### src/rtl/sdram_bank_pkg.sv
package sdram_bank_pkg;
  localparam logic [2:0] CMD_NOP = 3'd0;
  localparam logic [2:0] CMD_ACT = 3'd1;
  localparam logic [2:0] CMD_RD  = 3'd2;
  localparam logic [2:0] CMD_WR  = 3'd3;
  localparam logic [2:0] CMD_PRE = 3'd4;
  localparam logic [2:0] CMD_BST = 3'd5;

  localparam logic [1:0] BL_FULL = 2'd3;

  // burst beats for the fixed-length codes: 2, 4, 8
  function automatic logic [3:0] burst_beats(logic [1:0] sel);
    return 4'd2 << sel;
  endfunction
endpackage

### src/rtl/sdram_bank_timer.sv
module sdram_bank_timer #(
  parameter int TRP = 3
) (
  input  logic clk,
  input  logic rst_n,
  input  logic open_req,
  input  logic close_req,
  output logic is_open,
  output logic busy
);
  localparam int TW = (TRP > 2) ? $clog2(TRP) : 1;

  logic          open_q, open_d;
  logic [TW-1:0] tmr_q, tmr_d;

  always_comb begin
    open_d = open_q;
    tmr_d  = tmr_q;
    if (tmr_q != '0) tmr_d = tmr_q - 1'b1;
    if (close_req) begin
      open_d = 1'b0;
      tmr_d  = TW'(TRP - 1);
    end else if (open_req) begin
      open_d = 1'b1;
    end
  end

  always_ff @(posedge clk or negedge rst_n) begin
    if (!rst_n) begin
      open_q <= 1'b0;
      tmr_q  <= '0;
    end else begin
      open_q <= open_d;
      tmr_q  <= tmr_d;
    end
  end

  assign is_open = open_q;
  assign busy    = (tmr_q != '0);
endmodule

### src/rtl/sdram_burst_tracker.sv
module sdram_burst_tracker
  import sdram_bank_pkg::*;
#(
  parameter int BANK_W = 2
) (
  input  logic              clk,
  input  logic              rst_n,
  input  logic              start,
  input  logic [BANK_W-1:0] start_bank,
  input  logic              start_ap,
  input  logic [1:0]        start_sel,
  input  logic              stop,
  output logic              active_o,
  output logic              ap_o,
  output logic [BANK_W-1:0] bank_o,
  output logic              ap_fire_o
);
  logic              act_q, act_d;
  logic              full_q, full_d;
  logic              ap_q, ap_d;
  logic [BANK_W-1:0] bank_q, bank_d;
  logic [2:0]        rem_q, rem_d;
  logic              last_beat;

  assign last_beat = act_q && !full_q && (rem_q == '0);
  // a pending auto precharge starts when the burst ends, is stopped or replaced
  assign ap_fire_o = act_q && ap_q && (last_beat || stop || start);

  always_comb begin
    act_d  = act_q;
    full_d = full_q;
    ap_d   = ap_q;
    bank_d = bank_q;
    rem_d  = rem_q;
    if (start) begin
      act_d  = 1'b1;
      full_d = (start_sel == BL_FULL);
      ap_d   = start_ap && (start_sel != BL_FULL);
      bank_d = start_bank;
      rem_d  = 3'(burst_beats(start_sel) - 4'd1);
    end else if (act_q && (stop || last_beat)) begin
      act_d = 1'b0;
      ap_d  = 1'b0;
    end else if (act_q && !full_q) begin
      rem_d = rem_q - 1'b1;
    end
  end

  always_ff @(posedge clk or negedge rst_n) begin
    if (!rst_n) begin
      act_q  <= 1'b0;
      full_q <= 1'b0;
      ap_q   <= 1'b0;
      bank_q <= '0;
      rem_q  <= '0;
    end else begin
      act_q  <= act_d;
      full_q <= full_d;
      ap_q   <= ap_d;
      bank_q <= bank_d;
      rem_q  <= rem_d;
    end
  end

  assign active_o = act_q;
  assign ap_o     = ap_q;
  assign bank_o   = bank_q;
endmodule

### src/rtl/sdram_bank_tracker.sv
module sdram_bank_tracker
  import sdram_bank_pkg::*;
#(
  parameter int NUM_BANKS = 4,
  parameter int TRP       = 3
) (
  input  logic                         clk,
  input  logic                         rst_n,
  input  logic [2:0]                   cmd_i,
  input  logic [$clog2(NUM_BANKS)-1:0] bank_i,
  input  logic                         a10_i,
  input  logic [1:0]                   bl_sel_i,
  output logic [NUM_BANKS-1:0]         bank_open_o,
  output logic [NUM_BANKS-1:0]         bank_busy_o,
  output logic                         err_o,
  output logic [$clog2(NUM_BANKS)-1:0] err_bank_o
);
  localparam int BANK_W = $clog2(NUM_BANKS);

  logic [NUM_BANKS-1:0] is_open, busy, locked, open_req, pre_req, close_req, bad;
  logic                 brst_act, brst_ap, ap_fire, brst_start, brst_stop;
  logic [BANK_W-1:0]    brst_bank;
  logic                 illegal;
  logic [BANK_W-1:0]    ill_bank;
  logic                 err_q, err_d;
  logic [BANK_W-1:0]    err_bank_q, err_bank_d;

  sdram_burst_tracker #(.BANK_W(BANK_W)) burst_i (
    .clk       (clk),
    .rst_n     (rst_n),
    .start     (brst_start),
    .start_bank(bank_i),
    .start_ap  (a10_i),
    .start_sel (bl_sel_i),
    .stop      (brst_stop),
    .active_o  (brst_act),
    .ap_o      (brst_ap),
    .bank_o    (brst_bank),
    .ap_fire_o (ap_fire)
  );

  for (genvar b = 0; b < NUM_BANKS; b++) begin : g_bank
    assign locked[b]    = brst_act && brst_ap && (brst_bank == BANK_W'(b));
    assign close_req[b] = pre_req[b] || (ap_fire && (brst_bank == BANK_W'(b)));
    sdram_bank_timer #(.TRP(TRP)) timer_i (
      .clk      (clk),
      .rst_n    (rst_n),
      .open_req (open_req[b]),
      .close_req(close_req[b]),
      .is_open  (is_open[b]),
      .busy     (busy[b])
    );
  end

  // command decode and legality
  always_comb begin
    open_req   = '0;
    pre_req    = '0;
    brst_start = 1'b0;
    brst_stop  = 1'b0;
    illegal    = 1'b0;
    ill_bank   = bank_i;
    bad        = busy | locked;
    case (cmd_i)
      CMD_ACT: begin
        if (is_open[bank_i] || busy[bank_i]) illegal = 1'b1;
        else open_req[bank_i] = 1'b1;
      end
      CMD_RD, CMD_WR: begin
        if (!is_open[bank_i] || locked[bank_i]) illegal = 1'b1;
        else brst_start = 1'b1;
      end
      CMD_PRE: begin
        if (a10_i) begin
          if (bad != '0) begin
            illegal = 1'b1;
            for (int i = NUM_BANKS - 1; i >= 0; i--)
              if (bad[i]) ill_bank = BANK_W'(i);
          end else begin
            pre_req = is_open;
          end
        end else if (bad[bank_i]) begin
          illegal = 1'b1;
        end else begin
          pre_req[bank_i] = is_open[bank_i];
        end
      end
      CMD_BST: brst_stop = 1'b1;
      default: ;
    endcase
  end

  always_comb begin
    err_d      = illegal;
    err_bank_d = err_bank_q;
    if (illegal) err_bank_d = ill_bank;
  end

  always_ff @(posedge clk or negedge rst_n) begin
    if (!rst_n) begin
      err_q      <= 1'b0;
      err_bank_q <= '0;
    end else begin
      err_q      <= err_d;
      err_bank_q <= err_bank_d;
    end
  end

  assign bank_open_o = is_open;
  assign bank_busy_o = busy;
  assign err_o       = err_q;
  assign err_bank_o  = err_bank_q;
endmodule

### config.mk
export PLATFORM = sky130hd
export DESIGN_NAME = sdram_bank_tracker
export DESIGN_NICKNAME = d
export VERILOG_FILES = /design/src/rtl/sdram_bank_pkg.sv /design/src/rtl/sdram_bank_timer.sv /design/src/rtl/sdram_burst_tracker.sv /design/src/rtl/sdram_bank_tracker.sv
export SDC_FILE = /design/constraint.sdc
export NUM_CORES = 1
export LEC_CHECK = 0
export ABC_CLOCK_PERIOD_IN_PS = 4200
export BUFFER_PORTS_ARGS = -buffer_cell sky130_fd_sc_hd__buf_2
export CAP_MARGIN = 20
export CORE_ASPECT_RATIO = 1.5
export CORE_MARGIN = 8
export CORE_UTILIZATION = 45
export CTS_BUF_LIST = sky130_fd_sc_hd__clkbuf_4
export DETAILED_ROUTE_END_ITERATION = 8
export GPL_ROUTABILITY_DRIVEN = 0
export PLACE_DENSITY_LB_ADDON = 0.25
export SLEW_MARGIN = 15
export SYNTH_ARGS = -nofsm -noshare
export SYNTH_HDL_FRONTEND = slang
export SYNTH_SLANG_ARGS = --single-unit
### constraint.sdc
create_clock -name clk -period 4.2 [get_ports clk]
set_input_delay 0.84 -clock clk [delete_from_list [all_inputs] [get_ports clk]]
set_output_delay 0.84 -clock clk [all_outputs]
set_load 0.01 [all_outputs]
# After elaboration in Yosys (flattened, before gate mapping)
# Index checks and enable logic that the tools add are counted.
[totals]
wordCells = 135
latch_bits = 0
input_bits = 10
ff_bits = 23
output_inout_bits = 11
ram_bits = 0
memories = 0
rom_bits = 0
[classes]
multipliers = 0
n_reduce_logical = 44
n_div = 0
bitwise = 2
addsub = 6
shift = 1
mux = 54
magnitude_cmp = 2
n_eq_ne = 11
[op_table]
columns = ["op", "n"]
rows = [
  ["two-way mux 2 bit", 15],
  ["nonzero test 2 bit", 14],
  ["two-way mux 1 bit", 24],
  ["two-way mux 4 bit", 6],
  ["logical AND 1 bit", 15],
  ["two-way mux 3 bit", 3],
  ["binary-select mux 1 bit (select 2 bit)", 4],
  ["logical OR 1 bit", 8],
  ["subtractor 2 x 1 -> 2 bit (second input constant)", 4],
  ["== test 2 bit (second input constant)", 3],
  ["== test 3 x 2 -> 1 bit (second input constant)", 2],
  ["== test 3 bit (second input constant)", 2],
  ["subtractor 3 x 1 -> 3 bit (second input constant)", 2],
  ["AND 4 bit", 1],
  ["OR 4 bit", 1],
  ["nonzero test 4 bit", 1],
  ["== test 3 x 1 -> 1 bit (second input constant)", 1],
  ["logical NOT 3 bit", 1],
  ["less-than comparator 2 x 3 -> 1 bit (second input constant)", 1],
  ["case mux 1 bit (3 select lines)", 1],
  ["<< shifter 2 x 2 -> 3 bit (first input constant)", 1],
  ["demux 1 bit (select 2 bit)", 1],
  ["== test 2 x 1 -> 1 bit (second input constant)", 1],
  [">= comparator 2 x 1 -> 1 bit (second input constant)", 1],
  ["other kinds (6)", 7],
]

# Depth between registers and ports, before layout
# Gate-level depths: netlist of run 1.
[depth]
word_depth = 12
ltp_mapped = 10
ltp_nobuf = 8

# Cells and area by module
# From an unflattened synthesis of run 1, not the netlist that was laid out.
[unflattened]
hier_cells = 167
hier_area_um2 = 1506.4
[modules_own_cells]
columns = ["mod", "area_each_um2", "cells_each", "seq_area_each_um2", "n_inst"]
rows = [
  ["sdram_bank_timer", 140.1, 14, 75.1, 4],
  ["sdram_bank_tracker", 513.0, 68, 75.1, 1],
  ["sdram_burst_tracker", 432.9, 43, 200.2, 1],
]

# Worst setup path before layout of run 1
# No wires, ideal clock.
[synth_timing]
path_type = "in2reg"
startpoint = "input port bank_i[0]"
endpoint = "register burst_i.rem_q[2]"
setup_ps = 136
required_time_ps = 4064
t_arrival_ps = 2634
path_slack_ps = 1431
path_stages = 10
cell_sequence = "buf_6 > mux4_2 > o311ai_2 > buf_6 > clkbuf_1 > a21oi_1 > ha_1 > nand3_1 > xor2_1 > a21oi_1"
[synth_between]
elab_chain_len = 8
word_cells_on_any_way = 12
classes_between = "eq/ne (1); mux (7); reduce/logical (4)"
[synth_lines]
columns = ["item", "line_no", "text"]
rows = [
  ["start, declared", "sdram_bank_tracker.sv:10", "input logic [$clog2(NUM_BANKS)-1:0] bank_i,"],
  ["binary-select mux 1 bit (select 2 bit)", "sdram_bank_tracker.sv:70", "if (!is_open[bank_i] || locked[bank_i]) illegal = 1'b1;"],
  ["two-way mux 1 bit (not written as such)", "sdram_bank_tracker.sv:70", ""],
  ["logical NOT 1 bit", "sdram_bank_tracker.sv:70", ""],
  ["logical OR 1 bit *", "sdram_bank_tracker.sv:70", ""],
  ["two-way mux 1 bit *", "sdram_bank_tracker.sv:70", ""],
  ["two-way mux 1 bit *", "sdram_bank_tracker.sv:64", "case (cmd_i)"],
  ["inequality test 2 x 1 -> 1 bit (no line) or nonzero test 2 bit (tied branches)", "n/a", ""],
  ["AND reduction 2 bit (no line)", "n/a", ""],
  ["end signal, assigned", "sdram_burst_tracker.sv:61", "rem_q <= rem_d;"],
  ["end, declared", "sdram_burst_tracker.sv:22", "logic [2:0] rem_q, rem_d;"],
]
# Every way passes the cells marked *; elsewhere a longest branch is shown, timed or not. The select of a mux whose other input is x is not followed.
# A chain may end at the register's enable or synchronous reset.

# Final worst setup path of run 1
# Same ends and word-level chain as after synthesis.

==> qor.txt, run 1 <==
===========================================================================
Outcome                                                        complete, no violations
Clock sink count                                                         23
Reg2reg path depth                                                        8
Average detailed-routed wire length per instance                    15.7 um
Count of endpoints failing hold in the final timing report                0
Unrepaired setup endpoints after global routing                          no
Remaining global-route overflow                                           0
Clk pin slew, worst setup/hold paths                                 140 ps
Setup-failing EPs final                                                   0
Final-stage net count                                                   202
Data required, critical path                                        4380 ps
Nature of the critical path endpoint                               register
Pre-Repair DR Iteration Count                                             4
Reg2reg setup slack                                                 1770 ps
Sequential fraction of the synthesis area                             0.364
Total routing resource utilization after global routing               0.131
Metal3 WL                                                            155 um
Port buffer count                                                        20
Remaining DRCs                                                            0
Number of gates resized after cts                                         0
Distinct cell type count after synthesis                                 45
Worst path setup slack after routing                                1570 ps
Setup_tns                                                              0 ps
Post-route antenna net violation count                                    0
Fraction of final layout cells sized beyond drive strength 1          0.172
Vias in the first global route                                        1,317
Half-perimeter wire length after placement                          2730 um
Number of primary I/O pins                                               21
Number of instances in the synthesized netlist                          177
Minimum period implied by the final worst setup slack               2630 ps
Power per standard cell area                                    675 mW/mm^2
CP Class                                                       primary input to register
Post-placement worst setup slack                                     883 ps
Insertion delay to the later sink of the worst-skew pair             320 ps
Maximum number of pins on one net before global-route repair             24
Initial Util                                                          0.467
Site row count                                                           26
Launching point of the worst reg2reg path                      burst_i.active_o
Worst R2R End                                                  burst_i.rem_q[2]
CTS max path bufs                                                         2
Diodes inserted                                                           0
WL met2                                                             1880 um
Clock H-tree levels                                                       1
Placeable core area                                            0.00338 sq mm
CTS Root Buffer Type                                               clkbuf_4
Number of flops mapped to enable cells by yosys                           0
Max Transition Viols Final                                                0
Timing-limited maximum frequency                                  0.381 GHz
CTS tree                                                               done
Quantity of hold-fixing buffers added after cts                           0
Vias per std cell                                                      5.78
Count of vias placed by the detailed router                           1,317
Total Wirelength                                                    3590 um
Worst endpoint data arrival time                                    2810 ps
Number of DRC markers in iteration 0                                     78
Fin crit share                                                        0.626
Crit start category                                            primary input
Number of nets produced by synthesis                                    192
Total power                                                       0.00113 W
Post-synthesis sequential element count                                  23
Most instantiated flip-flop cell in the synthesis netlist           dfrtp_1
Post-synthesis area per instance                                 8.93 sq um
Post-synthesis async set-or-reset flop share                           1.00
Synthesis-to-finish area growth                                       5.70%
Tightest Pin Transition                                              767 ps
Overall die area                                               0.00570 sq mm
Setup Fix Bufs, Post-CTS                                                  0
Worst clock skew                                                    5.74 ps
DRT met1 WL                                                         1460 um
Max rail drop VDD                                                0.000329 V
Static leakage                                                     0.744 nW
Post-Synthesis Cell Area                                       0.00158 sq mm
Max capacitance violation total                                           0
Chip Height                                                         88.6 um
Synth warnings                                                            0
Worst hold-check path type                                     primary input to asynchronous set/reset pin
Top layer used by detailed routing                                     met4
First-pass GRT wire length                                          6090 um
Worst rel slew slack                                                  0.488
Number of buffers inserted during clock tree synthesis                    3
Critical-path maximum fanout                                             20
Die Width                                                           64.4 um
Antenna violations before repair                                          0
===========================================================================
-- critical path, stage by stage --
cell and delay, ps:
buf_2 170, xor2_1 250, o311ai_4 750, nor3_1 100, a21oi_1 150, ha_1 210
nand3_1 90, xor2_1 160, a21oi_1 80
-- cells in the final DEF, fill, tap and decap left out, types with 5 or more instances in the layout --
cell / count
xor2_1: 5
dfrtp_1: 23
o21ai_0: 7
a31oi_1: 6
inv_1: 17
nand2_1: 21
nor2_1: 8
ha_1: 5
nand3_1: 7
a21oi_1: 7
buf_2: 20
-- cells by family after synthesis --
kind of cell | Yosys count | share of synthesized area
AO/OA/AOI/OAI | 47 | 0.218
XOR/XNOR | 9 | 0.0499
adder cells (fa/ha/maj) | 5 | 0.0396
buffers and inverters | 33 | 0.108
flip-flops | 23 | 0.364
multiplexers | 6 | 0.0554
AND/OR/NAND/NOR | 54 | 0.165
-- registers in the layout (all words and copies together), names as in the netlist --
register                flops
g_bank.timer_i.is_open      4
burst_i.rem_q               3
err_bank_o                  2
burst_i.full_q              1
err_o                       1
burst_i.bank_o              2
g_bank.timer_i.tmr_q        8
burst_i.ap_o                1
burst_i.active_o            1
-- synth_stat cells (all sizes together), types with 2 or more instances --
| cell type | number | share of area |
|---|---|---|
| dfrtp | 23 | 0.36 |
| nand2 | 22 | 0.054 |
| inv | 17 | 0.040 |
| buf | 12 | 0.059 |
| a21oi | 8 | 0.032 |
| nor2 | 8 | 0.019 |
| nand3 | 7 | 0.022 |
| o21ai | 7 | 0.022 |
| a31oi | 6 | 0.024 |
| ha | 5 | 0.040 |
| xor2 | 5 | 0.028 |
| a32oi | 4 | 0.022 |
| and2 | 4 | 0.016 |
| clkbuf | 4 | 0.0095 |
| o211ai | 4 | 0.019 |
| o31ai | 4 | 0.019 |
| xnor2 | 4 | 0.022 |
| nand2b | 3 | 0.012 |
| nor3 | 3 | 0.0095 |
| a211oi | 2 | 0.0095 |
| mux2 | 2 | 0.014 |
| mux2i | 2 | 0.013 |
| mux4 | 2 | 0.029 |
| nor2b | 2 | 0.0079 |
| nor3b | 2 | 0.0095 |
| o311ai | 2 | 0.016 |
-- report_power, final --
group	internal (W)	switching (W)
clock	0.0000356	0.0000714
combinational	0.000266	0.000326
sequential	0.000334	0.0000959
-- area by class of cell --
cell class / instances / area (sq um)
tap: 42 / 52.6
sequential: 23 / 576
inverter: 17 / 63.8
clock inverter: 1 / 5.00
multi-input combinational: 121 / 843
fill: 335 / 1710
timing repair buffer: 21 / 108
clock buffer: 3 / 22.5
-- layer usage --
| layer | global-route usage | up-vias |
|---|---|---|
| li1 | - | 640 |
| met4 | 0.0538 | 0 |
| met5 | 0 | - |
| met2 | 0.241 | 44 |
| met3 | 0.0203 | 12 |
| met1 | 0.146 | 621 |
-- worst max-delay path by stage --
stage	end	slack [ps]	startpoint
after floorplan	burst_i.rem_q[2]	1430	bank_i[0]
after global placement	burst_i.rem_q[2]	1060	bank_i[0]
after detailed placement	burst_i.rem_q[2]	880	bank_i[0]
after CTS	burst_i.rem_q[2]	1220	bank_i[0]
after global routing	burst_i.rem_q[2]	1380	bank_i[0]
final	burst_i.rem_q[2]	1570	bank_i[0]
-- stage by stage --
step / instance area (sq um) / util / hold slack (ps) / instances
2_1_floorplan: 1580 / - / 450 / 177
6_report: 1670 / 0.494 / 481 / 228
3_5_place_dp: 1630 / 0.483 / 474 / 224
4_1_cts: 1660 / 0.491 / 499 / 228
3_3_place_gp: 1630 / 0.483 / 465 / 224
5_1_grt: 1670 / 0.494 / 505 / 228
Power figures use the tool's default switching activity.
==> run 2, diff against run 1 <==
--- a/config.mk
+++ b/config.mk
@@ -5,7 +5,7 @@
 export SDC_FILE = /design/constraint.sdc
 export NUM_CORES = 1
 export LEC_CHECK = 0
-export ABC_CLOCK_PERIOD_IN_PS = 4200
+export ABC_CLOCK_PERIOD_IN_PS = 2200
 export BUFFER_PORTS_ARGS = -buffer_cell sky130_fd_sc_hd__buf_2
 export CAP_MARGIN = 20
 export CORE_ASPECT_RATIO = 1.5
==> constraint.sdc (replaced) <==
create_clock -name clk -period 2.2 [get_ports clk]
set_input_delay 0.44 -clock clk [delete_from_list [all_inputs] [get_ports clk]]
set_output_delay 0.44 -clock clk [all_outputs]
set_load 0.01 [all_outputs]
==> run 2 against run 1 <==
Against the previous run:
- combinational power up 140%
- total power up 110%
- worst hold slack worse by 420 ps
- core utilization up 5.5 points
- count of clock-buffer cells in the layout unchanged
- via count up 14%
- clock power up 94%
- cell area up 11%
- sequential power up 84%
- global-route usage up 1.5 points
- final cell count up 10%
- non-clock buffer count up 23
==> qor.txt, run 2 (synthesis gave the netlist of run 1 again) <==
==================================================================================
Final cell count without fillers                                               251   +10%
Pre-Repair DR Iteration Count                                                    5   +1
Die Width                                                                  64.4 um   unchanged
Nature of the critical path endpoint                                      register
Outcome                                                               complete, no violations
Diodes inserted                                                                  0   unchanged
Antenna violations before repair                                                 0   unchanged
Max capacitance violation total                                                  0   unchanged
Family of cells with the greatest summed delay on the critical path   multiplexers
Number of DRC markers in iteration 0                                           129   +65%
Count of vias placed by the detailed router                                  1,500   +14%
Fin crit share                                                               0.952
CP Class                                                              register to register
Number of flip-flops in the largest register                                     8   unchanged
Maximum number of pins on one net before global-route repair                    24   unchanged
Clock H-tree levels                                                              1   unchanged
Post-route antenna net violation count                                           0   unchanged
Placeable core area                                                   0.00338 sq mm   unchanged
Half-perimeter wire length after placement                                 3140 um   +15%
Setup-failing EPs final                                                          0   unchanged
Worst hold-check path type                                            primary input to asynchronous set/reset pin
Unrepaired setup endpoints after global routing                                 no
Insertion delay to the later sink of the worst-skew pair                    330 ps   about the same
CTS max path bufs                                                                2   unchanged
CTS tree                                                                      done
Worst endpoint data arrival time                                           2360 ps   -450 ps
Site row count                                                                  26   unchanged
Post-placement worst setup slack                                          -79.1 ps   -963 ps
Worst path setup slack after routing                                        105 ps   -1470 ps
First-pass GRT wire length                                                 6670 um   +9.6%
Final-stage net count                                                          225   +11%
Launching point of the worst reg2reg path                             g_bank[2].timer_i.is_open
Largest register by flop count                                        g_bank.timer_i.tmr_q
Clk pin slew, worst setup/hold paths                                        140 ps   about the same
Multi-input logic area                                                   843 sq um   unchanged
Total Wirelength                                                           4050 um   +13%
Worst R2R End                                                         burst_i.rem_q[2]
Reg2reg path depth                                                               9   +1
Power per standard cell area                                          1300 mW/mm^2   +92%
Reg area                                                                 576 sq um   unchanged
Setup Fix Bufs, Post-CTS                                                         0   unchanged
Crit start category                                                       register
Max rail drop VDD                                                       0.000718 V   +120%
Count of endpoints failing hold in the final timing report                       0   unchanged
Minimum period implied by the final worst setup slack                      2090 ps
Static leakage                                                            0.862 nW   +16%
Chip Height                                                                88.6 um   unchanged
Port buffer count                                                               20   unchanged
CTS Root Buffer Type                                                      clkbuf_4
Worst Path Buf+Inv                                                               1   unchanged
Number of gates resized after cts                                                0   unchanged
Critical path cell sequence                                           mux4_2, o311ai_4, buf_12, nor3_1, a21oi_1, ha_1, nand3_1, xor2_1, a21oi_1
Tightest Pin Transition                                                     524 ps   -243 ps
Data required, critical path                                               2470 ps   -1910 ps
Clock sink count                                                                23   unchanged
Initial Util                                                                 0.467   unchanged
Number of buffers inserted during clock tree synthesis                           3   unchanged
Vias per std cell                                                             5.98   +3.5%
Worst clock skew                                                           10.8 ps   +5.05 ps
Max Transition Viols Final                                                       0   unchanged
Quantity of hold-fixing buffers added after cts                                  0   unchanged
Commonest cells after routing, fill and taps aside                    dfrtp_1, buf_4, nand2_1, buf_2, inv_1
Overall die area                                                      0.00570 sq mm   unchanged
Longest individual stage delay on the worst path                            520 ps   -230 ps
Worst rel slew slack                                                         0.651   +0.163
Fillers                                                                        323   -3.6%
Total routing resource utilization after global routing                      0.146   +0.0148
Critical-path maximum fanout                                                    14   -30%
Critical-path cell with the highest stage delay                             mux4_2
Vias in the first global route                                               1,455   +10%
Average detailed-routed wire length per instance                           16.1 um   +2.4%
Remaining global-route overflow                                                  0   unchanged
Beginning of the critical path                                        g_bank[2].timer_i.is_open
Number of cells in the design after placement                                  245   +9.4%
CP dominant cell by count                                                  a21oi_1
Number of primary I/O pins                                                      21   unchanged
Timing-limited maximum frequency                                         0.477 GHz
Fraction of final layout cells sized beyond drive strength 1                 0.263   +0.0911
Remaining DRCs                                                                   0   unchanged
Reg2reg setup slack                                                         110 ps   -1660 ps
Synthesis-to-finish area growth                                              17.4%
==================================================================================
run 2: how the worst max path moves through the flow:
stage | endpoint | slack [ps] | cells past startpoint
6_report | burst_i.rem_q[2] | 110 | 9
5_1_grt | burst_i.rem_q[2] | 3 | 9
4_1_cts | burst_i.rem_q[2] | 90 | 9
3_5_place_dp | burst_i.rem_q[2] | -80 | 10
3_3_place_gp | burst_i.rem_q[2] | -10 | 10
2_1_floorplan | burst_i.rem_q[2] | 3 | 10
run 2: metal layers:
| metal | track usage | share of wire | vias to the layer above |
|---|---|---|---|
| met4 | 0.0677 | 0.036 | 0 |
| met1 | 0.159 | 0.37 | 705 |
| met2 | 0.265 | 0.51 | 87 |
| met3 | 0.0279 | 0.083 | 17 |
| li1 | - | - | 691 |
| met5 | 0 | 0 | - |
run 2: power by group:
group / internal, W / switching [W] / total, W
clock: 0.0000682 / 0.000140 / 0.000208
sequential: 0.000637 / 0.000152 / 0.000789
combinational: 0.000684 / 0.000728 / 0.00141
total: 0.00139 / 0.00102 / 0.00241
run 2: through the flow:
| step | hold slack (ps) | TNS [ps] | total power (W) | utilization | cell area [sq um] |
|---|---|---|---|---|---|
| floorplan | 144 | 0 | 0.00177 | - | 1600 |
| global placement | 435 | -13.5 | 0.00214 | 0.536 | 1810 |
| detailed placement | 453 | -79.1 | 0.00219 | 0.536 | 1810 |
| CTS | 87.7 | 0 | 0.00240 | 0.544 | 1840 |
| global route | 116 | 0 | 0.00261 | 0.548 | 1860 |
| finish | 61.0 | 0 | 0.00241 | 0.548 | 1860 |
run 2: area by class of cell:
cell class	instances	share of cell area
multi-input cells	121	0.454
well taps	42	0.0283
flip-flops and latches	23	0.310
clock buffers	3	0.0121
inverters	17	0.0344
repair buffers	44	0.158
clock inverters	1	0.00270
run 2: worst register-to-register path, delay by kind of cell, from the launching register on:
family                   cells  cell delay [ps]
AO/OA/AOI/OAI                3              380
XOR/XNOR                     1              160
multiplexers                 1              520
adder cells (fa/ha/maj)      1              200
flip-flops                   1              440
AND/OR/NAND/NOR              2              150
buffers and inverters        1              180
==> run 3, diff against run 2 <==
--- a/config.mk
+++ b/config.mk
@@ -15,7 +15,8 @@
 export DETAILED_ROUTE_END_ITERATION = 8
 export GPL_ROUTABILITY_DRIVEN = 0
 export PLACE_DENSITY_LB_ADDON = 0.25
-export SLEW_MARGIN = 15
+export RECOVER_POWER = 100
+export SETUP_SLACK_MARGIN = 0.3
 export SYNTH_ARGS = -nofsm -noshare
 export SYNTH_HDL_FRONTEND = slang
 export SYNTH_SLANG_ARGS = --single-unit
==> run 3 against run 2 <==
Against the previous run:
- first-iteration DRC count fell by 36%
- clock skew fell by 2.2 ps
- sequential power rose by 3.2%
- count of clock-buffer cells in the layout rose by 1
- critical path type unchanged
- highest routed layer unchanged
==> qor.txt, run 3 (synthesis gave the netlist of run 1 again) <==
============================================================================
Critical-path cell with the highest stage delay                       mux4_2
Outcome                                                         complete, no violations
Max Transition Viols Final                                                 0   unchanged
Worst endpoint data arrival time                                     2290 ps   -70 ps
Reg2reg setup slack                                                   130 ps   +30 ps
Fin crit share                                                         0.940   -0.0126
Post-layout instance area                                       0.00211 sq mm   +14%
Nature of the critical path endpoint                                register
Total power                                                        0.00287 W   +19%
Remaining DRCs                                                             0   unchanged
Worst rel slew slack                                                   0.187   -0.463
CTS tree                                                                done
Port buffer count                                                         20   unchanged
Placeable core area                                             0.00338 sq mm   unchanged
Vias in the first global route                                         1,527   +4.9%
Switching power summed over all nets                               0.00120 W   +18%
Initial Util                                                           0.467   unchanged
CP Class                                                        register to register
Commonest cells after routing, fill and taps aside              buf_4, dfrtp_1, nand2_1, buf_2
Total routing resource utilization after global routing                0.149   +0.00277
Longest individual stage delay on the worst path                      520 ps   about the same
Final cell count without fillers                                         270   +7.6%
Routing usage on met1                                                  0.151   -0.00784
Number of cells in the design after placement                            245   unchanged
Most common library cell in the layout ignoring fill and taps          buf_4
Met2 layer usage reported by global route                              0.278   +0.0127
Post-placement worst setup slack                                    -56.7 ps   +22.5 ps
Maximum number of pins on one net before global-route repair              24   unchanged
Worst R2R End                                                   err_bank_o[1]
Chip Height                                                          88.6 um   unchanged
Critical path cell sequence                                     inv_1, ha_1, mux4_2, clkbuf_1, a2bb2oi_2, nand2_1, mux2_4
Reg2reg path depth                                                         7   -2
Final-stage net count                                                    244   +8.4%
Clock sink count                                                          23   unchanged
Half-perimeter wire length after placement                           3260 um   +3.8%
Count of endpoints failing hold in the final timing report                 0   unchanged
CTS max path bufs                                                          2   unchanged
Largest register by flop count                                  g_bank.timer_i.tmr_q
Critical-path maximum fanout                                               3   -11
Power per standard cell area                                    1360 mW/mm^2   +4.9%
Layer with the highest usage after global routing                       met2
Max rail drop VDD                                                 0.000775 V   +7.9%
Average detailed-routed wire length per instance                     16.9 um   +4.6%
Count of vias placed by the detailed router                            1,565   +4.3%
Timing-limited maximum frequency                                   0.484 GHz   +1.3%
Tightest Pin Transition                                              1220 ps   +695 ps
First-pass GRT wire length                                           6870 um   +2.9%
Pre-Repair DR Iteration Count                                              7   +2
Global-route track usage on met3                                      0.0279   unchanged
Clk pin slew, worst setup/hold paths                                  120 ps   -20 ps
Launching point of the worst reg2reg path                       g_bank[2].timer_i.tmr_q[1]
Number of buffers inserted during clock tree synthesis                     3   unchanged
Worst path setup slack after routing                                  133 ps   +27.7 ps
Instance area after placement                                   0.00183 sq mm   +0.76%
Synthesis-to-finish area growth                                        33.5%
Fillers                                                                  310   -4.0%
Number of primary I/O pins                                                21   unchanged
Quantity of hold-fixing buffers added after cts                            0   unchanged
Post-route antenna net violation count                                     0   unchanged
Max capacitance violation total                                            0   unchanged
CTS Root Buffer Type                                                clkbuf_4
Data required, critical path                                         2420 ps   -50 ps
Part of the power in the clock network                                 0.072   -0.014
Remaining global-route overflow                                            0   unchanged
Static leakage                                                      0.929 nW   +7.9%
Total Wirelength                                                     4550 um   +12%
Worst clock skew                                                     8.62 ps   -2.17 ps
Site row count                                                            26   unchanged
Combinational Power Share                                              0.645   +0.059
Minimum period implied by the final worst setup slack                2070 ps   -27.7 ps
Overall die area                                                0.00570 sq mm   unchanged
Vias per std cell                                                       5.80   -3.0%
Insertion delay to the later sink of the worst-skew pair              310 ps   -20 ps
Fraction of power spent switching nets                                 0.419   -0.00395
Internal Power                                                     0.00167 W   +20%
Unrepaired setup endpoints after global routing                          yes
Number of flip-flops in the largest register                               8   unchanged
Setup-failing EPs final                                                    0   unchanged
Antenna violations before repair                                           0   unchanged
Sequential power share                                                 0.283   -0.045
Number of DRC markers in iteration 0                                      83   -36%
Final Core Density                                                     0.624   +0.0751
Fraction of final layout cells sized beyond drive strength 1           0.355   +0.0921
Diodes inserted                                                            0   unchanged
Worst hold-check path type                                      primary input to asynchronous set/reset pin
Clock H-tree levels                                                        1   unchanged
Die Width                                                            64.4 um   unchanged
Crit start category                                                 register
============================================================================
run 3: cell count changes in the layout (fill, tap and decap cells not counted), sizes merged:
cell    before  now
clkbuf       3   17
buf         44   50
clkinv       1    0
run 3: final cells by class:
type	instances	area, sq um	area share
Inverter	17	63.8	0.0302
Timing Repair Buffer	63	419	0.199
Multi-Input combinational cell	121	967	0.458
Sequential cell	23	577	0.273
Clock buffer	4	30.0	0.0142
Tap cell	42	52.6	0.0249
run 3: routing by layer:
metal / part of all wire / routed length (um)
met5: 0 / 0
met2: 0.55 / 2530
met3: 0.059 / 268
met4: 0.032 / 145
met1: 0.35 / 1610
run 3: worst max path at each step:
stage,start,to,cells after the start
detailed placement,bank_i[0],burst_i.rem_q[2],10
global placement,bank_i[0],burst_i.rem_q[2],10
CTS,g_bank[3].timer_i.is_open,burst_i.rem_q[2],9
global route,g_bank[2].timer_i.tmr_q[1],g_bank[3].timer_i.tmr_q[0],10
floorplan,bank_i[0],burst_i.rem_q[1],9
finish,g_bank[2].timer_i.tmr_q[1],err_bank_o[1],7
run 3: power groups by stage:
stage	clock [W]	sequential, W	combinational (W)
global route	0.000236	0.000835	0.00202
detailed placement	0	0.000815	0.00145
CTS	0.000216	0.000797	0.00167
finish	0.000208	0.000814	0.00185
floorplan	0	0.000784	0.00105
global placement	0	0.000801	0.00139
run 3: per-stage QoR:
stage               TNS, ps  hold WS (ps)
finish                    0           346
global route              0           433
CTS                       0          91.2
detailed placement    -56.7           446
global placement      -18.3           440
floorplan                 0           144
run 3: timing repair:
action,in CTS,in global routing
resized for setup,18,25
endpoints found under the setup margin,17,14
setup buffers,11,10
pin swaps,10,16
run 3: worst max-delay path: cells and delay by family (launching register included):
| kind | cells | cell delay (ps) |
|---|---|---|
| muxes | 2 | 830 |
| DFF | 1 | 340 |
| adders and majority gates | 1 | 250 |
| buffers and inverters | 2 | 220 |
| AOI/OAI and AO/OA | 1 | 170 |
| and+or+nand+nor | 1 | 160 |
